$ cat src/rtl/qpt_pkg.sv
package qpt_pkg;
  // strobes from control to datapath
  typedef struct packed {
    logic countEn;
    logic countUp;
    logic sampleEn;
  } qptStrobe_t;

  typedef logic [1:0] abState_t; // {A,B}
endpackage

$ cat src/rtl/qpt_glitch_filter.sv
module qpt_glitch_filter #(
  parameter int SYNC_STAGES = 2,
  parameter int FILT_LEN    = 4
) (
  input  logic clk,
  input  logic rstN,
  input  logic tick,
  input  logic rawIn,
  output logic cleanOut
);
  localparam int CNT_W = $clog2(FILT_LEN + 1);
  localparam logic [CNT_W-1:0] LAST = CNT_W'(FILT_LEN - 1);

  logic [SYNC_STAGES-1:0] syncQ;
  logic [CNT_W-1:0]       holdCnt;
  logic                   syncIn;

  assign syncIn = syncQ[SYNC_STAGES-1];

  always_ff @(posedge clk) begin
    if (!rstN) syncQ <= '0;
    else       syncQ <= {syncQ[SYNC_STAGES-2:0], rawIn};
  end

  // accept a new level after FILT_LEN consecutive ticks of disagreement
  always_ff @(posedge clk) begin
    if (!rstN) begin
      holdCnt  <= '0;
      cleanOut <= 1'b0;
    end else if (syncIn == cleanOut) begin
      holdCnt <= '0;
    end else if (tick) begin
      if (holdCnt == LAST) begin
        cleanOut <= syncIn;
        holdCnt  <= '0;
      end else begin
        holdCnt <= holdCnt + 1'b1;
      end
    end
  end
endmodule

$ cat src/rtl/qpt_control.sv
module qpt_control
  import qpt_pkg::*;
(
  input  logic       clk,
  input  logic       rstN,
  input  abState_t   cleanAB,
  input  logic       sampleStrobe,
  output qptStrobe_t strobe,
  output logic       countPulse,
  output logic       direction,
  output logic       stepError
);
  abState_t prevAB;
  abState_t changed;

  assign changed = prevAB ^ cleanAB;

  always_comb begin
    strobe.countEn  = (changed == 2'b01) || (changed == 2'b10);
    // A leads B: new A differs from old B
    strobe.countUp  = cleanAB[1] ^ prevAB[0];
    strobe.sampleEn = sampleStrobe;
  end

  always_ff @(posedge clk) begin
    if (!rstN) begin
      prevAB     <= '0;
      countPulse <= 1'b0;
      direction  <= 1'b0;
      stepError  <= 1'b0;
    end else begin
      prevAB     <= cleanAB;
      countPulse <= strobe.countEn;
      if (strobe.countEn) direction <= strobe.countUp;
      if (changed == 2'b11) stepError <= 1'b1;
    end
  end
endmodule

$ cat src/rtl/qpt_datapath.sv
module qpt_datapath
  import qpt_pkg::*;
#(
  parameter int POS_W = 16
) (
  input  logic             clk,
  input  logic             rstN,
  input  qptStrobe_t       strobe,
  output logic [POS_W-1:0] position,
  output logic [POS_W-1:0] velocity
);
  logic [POS_W-1:0] lastSample;

  always_ff @(posedge clk) begin
    if (!rstN) begin
      position <= '0;
    end else if (strobe.countEn) begin
      if (strobe.countUp) position <= position + 1'b1;
      else                position <= position - 1'b1;
    end
  end

  // modular first difference per sample
  always_ff @(posedge clk) begin
    if (!rstN) begin
      lastSample <= '0;
      velocity   <= '0;
    end else if (strobe.sampleEn) begin
      velocity   <= position - lastSample;
      lastSample <= position;
    end
  end
endmodule

$ cat src/rtl/quad_position_tracker.sv
module quad_position_tracker
  import qpt_pkg::*;
#(
  parameter int POS_W       = 16,
  parameter int FILT_LEN    = 4,
  parameter int SYNC_STAGES = 2
) (
  input  logic             clk,
  input  logic             rstN,
  input  logic             filtTick,
  input  logic             rawA,
  input  logic             rawB,
  input  logic             sampleStrobe,
  output logic [POS_W-1:0] position,
  output logic [POS_W-1:0] velocity,
  output logic             countPulse,
  output logic             direction,
  output logic             stepError
);
  abState_t   rawAB;
  abState_t   cleanAB;
  qptStrobe_t strobe;

  assign rawAB = {rawA, rawB};

  for (genvar ch = 0; ch < 2; ch++) begin : g_filt
    qpt_glitch_filter #(.SYNC_STAGES(SYNC_STAGES), .FILT_LEN(FILT_LEN)) u_filt (
      .clk(clk), .rstN(rstN), .tick(filtTick),
      .rawIn(rawAB[ch]), .cleanOut(cleanAB[ch])
    );
  end

  qpt_control u_ctrl (
    .clk(clk), .rstN(rstN), .cleanAB(cleanAB), .sampleStrobe(sampleStrobe),
    .strobe(strobe), .countPulse(countPulse), .direction(direction),
    .stepError(stepError)
  );

  qpt_datapath #(.POS_W(POS_W)) u_dp (
    .clk(clk), .rstN(rstN), .strobe(strobe),
    .position(position), .velocity(velocity)
  );
endmodule

$ cat config.mk
export PLATFORM = sky130hd
export DESIGN_NAME = quad_position_tracker
export DESIGN_NICKNAME = d
export VERILOG_FILES = /design/src/rtl/qpt_pkg.sv /design/src/rtl/qpt_glitch_filter.sv /design/src/rtl/qpt_control.sv /design/src/rtl/qpt_datapath.sv /design/src/rtl/quad_position_tracker.sv
export SDC_FILE = /design/constraint.sdc
export NUM_CORES = 1
export LEC_CHECK = 0
export ABC_CLOCK_PERIOD_IN_PS = 3900
export BUFFER_PORTS_ARGS = -buffer_cell sky130_fd_sc_hd__buf_2
export CAP_MARGIN = 20
export CORE_MARGIN = 2
export CORE_UTILIZATION = 50
export CTS_BUF_LIST = sky130_fd_sc_hd__clkbuf_8
export CTS_CLUSTER_DIAMETER = 30
export CTS_CLUSTER_SIZE = 10
export DETAILED_ROUTE_END_ITERATION = 16
export GPL_TIMING_DRIVEN = 1
export HOLD_SLACK_MARGIN = 0.12
export PLACE_DENSITY = 0.76
export SETUP_SLACK_MARGIN = 0.02
export SLEW_MARGIN = 20
export SYNTH_ARGS = -nofsm -noshare
export SYNTH_HDL_FRONTEND = slang
export SYNTH_HIERARCHICAL = 1
export SYNTH_SLANG_ARGS = --single-unit
export TNS_END_PERCENT = 50
$ cat constraint.sdc
create_clock -name clk -period 3.9 [get_ports clk]
set_input_delay 0.195 -clock clk [delete_from_list [all_inputs] [get_ports clk]]
set_output_delay 0.195 -clock clk [all_outputs]
set_load 0.02 [all_outputs]
==> impl_metrics.env <==
export IMPL_status="completed"
export IMPL_synth_top_area_share_pct=32.57
export IMPL_min_path_type="input port to flop"
export IMPL_synth_area_um2=3995
export IMPL_nets=548
export IMPL_finalPower_mw=1.416
export IMPL_core_area_um2=7727
export IMPL_die_w_um=93.39
export IMPL_ctsResizeCount=0
export IMPL_hold_buffers=2
export IMPL_drv_slew=0
export IMPL_ir_drop_uv=265.9
export IMPL_first_pass_iters=4
export IMPL_drive_above_1_share_pct=13.26
export IMPL_cts_setup_buffers=0
export IMPL_p_seq_share_pct=47.3
export IMPL_async_reset_ff_share_pct=0
export IMPL_internal_power_mw=1.108
export IMPL_route_antenna_remaining_nets=0
export IMPL_critical_path_class="flop to flop"
export IMPL_fin_crit_sh_pct=77.87
export IMPL_syn_inst=472
export IMPL_route_detailed_drc=0
export IMPL_io_pins=41
export IMPL_initial_core_util_pct=51.70
export IMPL_grt_max_degree=42
export IMPL_timing_max_slew_rel_slack_pct=47.07
export IMPL_row_count=32
export IMPL_place_congestion=0.8470
export IMPL_switching_power_uw=308.1
export IMPL_synth_distinct_cells=57
export IMPL_fmax_ghz=0.3293
export IMPL_setup_viol=0
export IMPL_area_growth_pct=12.93
export IMPL_hold_violations=0
export IMPL_synth_main_ff_cell="dfxtp_1"
export IMPL_synth_warnings=6
export IMPL_via_per_inst=5.829
export IMPL_pwr_share_comb_pct=3.5
export IMPL_grt_antenna_before_repair=0
export IMPL_layoutNonFillerInstCount=615
export IMPL_synth_seq_area_share_pct=32.57
export IMPL_dpl_cell_count=597
export IMPL_clockBufferDepth=2
export IMPL_fin_crit_ns=3.037
export IMPL_wl_per_cell_um=15.14
export IMPL_synth_most_common_cell="dfxtp_1"
export IMPL_worst_slew_pin_slew_ns=0.7930
export IMPL_die_h_um=93.39
export IMPL_diodes=0
export IMPL_synth_nets=512
export IMPL_clkTransAtPathRegs_ns=0.08
export IMPL_ys_top_cells_by_area="dfxtp_1 (33%), ha_1 (10%), mux2i_1 (5.5%)"
export IMPL_drt_iter0_drc=187
export IMPL_start_kind="flop"
export IMPL_rsz0062_at_grt="no"
export IMPL_synth_largest_area_cell="dfxtp_1"
export IMPL_routed_wl_um=9310
export IMPL_critPathMaxFanout=15
export IMPL_drv_cap=0
export IMPL_ys_top_cells_by_count="dfxtp_1 (65), nor2_1 (45), ha_1 (32)"
export IMPL_clk_root_buffer_cell="clkbuf_8"
export IMPL_clkPwrFrac_pct=49.2
export IMPL_num_vias=3585
export IMPL_tritoncts="built"
export IMPL_worstPathArrival_ns=3.27
export IMPL_p_per_area_nw_per_um2=313.8
export IMPL_grt_pass1_vias=3421
export IMPL_cp_required_ns=4.13
export IMPL_setup_tns_ns=0
export IMPL_clock_latency_ns=0.34
export IMPL_dp_hpwl_um=6613
export IMPL_numCtsBuffers=9
export IMPL_io_buffer_count=40
export IMPL_swShare_pct=21.76
export IMPL_finalClockSkew_ns=0.007082
export IMPL_grtUsageTotal_pct=21.96
export IMPL_p_leak_nw=1.998
export IMPL_gr_total_overflow=0
export IMPL_grt_pass1_wl_um=15460
export IMPL_ys_seq_elements=65
export IMPL_h_tree_depth=3
export IMPL_syn_avg_cell_area_um2=8.464
export IMPL_synth_edf_count=0
export IMPL_end_kind="flop"
export IMPL_cts_sinks=65
export IMPL_dieArea_um2=8721
==> flip-flops by register name (all words and copies together) (netlist names) <==
| register | cells |
|---|---|
| u_ctrl/stepError | 1 |
| u_ctrl/countPulse | 1 |
| u_dp/position | 16 |
| u_dp/velocity | 16 |
| u_ctrl/direction | 1 |
| g_filt.u_filt/syncQ | 4 |
| u_dp/lastSample | 16 |
| g_filt.u_filt/holdCnt | 6 |
| g_filt.u_filt/cleanOut | 2 |
| u_ctrl/prevAB | 2 |
==> power by group through the flow <==
stage / clock [mW] / combinational [mW] / sequential (mW)
final: 0.697 / 0.0496 / 0.670
after global routing: 0.738 / 0.0543 / 0.670
after detailed placement: 0 / 0.0481 / 0.685
after floorplan: 0 / 0.0307 / 0.687
after CTS: 0.711 / 0.0499 / 0.670
after global placement: 0 / 0.0473 / 0.685
==> per-stage QoR <==
step | hold slack, ns | cell area, um^2 | setup WS (ns) | utilization, %
2_1_floorplan | 0.3125 | 3995 | 1.289 | -
3_3_place_gp | 0.4038 | 4249 | 1.055 | 54.99
3_5_place_dp | 0.4101 | 4249 | 0.9065 | 54.99
4_1_cts | 0.1916 | 4512 | 0.8870 | 58.39
5_1_grt | 0.2090 | 4512 | 0.5757 | 58.39
6_report | 0.2041 | 4512 | 0.8630 | 58.39
==> final timing paths <==
kind | endpoint | cells after the start | startpoint | slack [ns]
setup / recovery | u_dp/position[14] | 10 | g_filt[1].u_filt/cleanOut | 0.86
hold / removal | g_filt[1].u_filt/holdCnt[0] | 3 | filtTick | 0.20
setup reg to reg | u_dp/position[14] | 10 | g_filt[1].u_filt/cleanOut | 0.86
hold reg to reg | g_filt[1].u_filt/syncQ[1] | 1 | g_filt[1].u_filt/syncQ[0] | 0.44
==> cells by family after synthesis <==
kind of cell / Yosys count / synth area share [%]
muxes: 22 / 5.512
buffers and inverters: 47 / 4.948
DFF: 65 / 32.57
AOI/OAI and AO/OA: 134 / 23.71
xor gates and xnor gates: 13 / 2.850
and+or+nand+nor: 157 / 19.39
adders and majority gates: 34 / 11.02
==> layout make-up <==
class | count | area [um^2]
clock inverters | 7 | 118.9
inverters | 27 | 101.3
clock buffers | 9 | 123.9
flip-flops and latches | 65 | 1301
multi-input cells | 360 | 2496
fillers | 709 | 3216
well taps | 102 | 127.6
repair buffers | 45 | 242.7
==> layout by cell type, fill, tap and decap left out, types with 10 or more instances in the layout <==
cell type	count
inv_1	26
buf_2	40
and2_1	10
mux2i_1	22
o21a_1	13
a211oi_1	11
o21ai_0	17
nand3_1	17
dfxtp_1	65
nor2_1	45
ha_1	32
nor3_1	12
nand2_1	31
a21oi_1	28
==> metal layers <==
metal,share of wire (%),global-route usage (%)
met1,45,26.86
met4,0.96,6.005
met3,4.7,5.238
met5,0,0
met2,49,38.43
==> critical path, cell delays in order (launching register included) <==
cell	delay, ns
dfxtp_1	0.43
xnor2_1	0.17
inv_1	0.11
inv_1	0.39
ha_1	0.39
a21oi_2	0.23
o21ai_1	0.10
a2111o_1	0.42
a31oi_1	0.24
a2111oi_0	0.16
a311o_1	0.30
No activity file was read; power rests on OpenSTA's default activity.
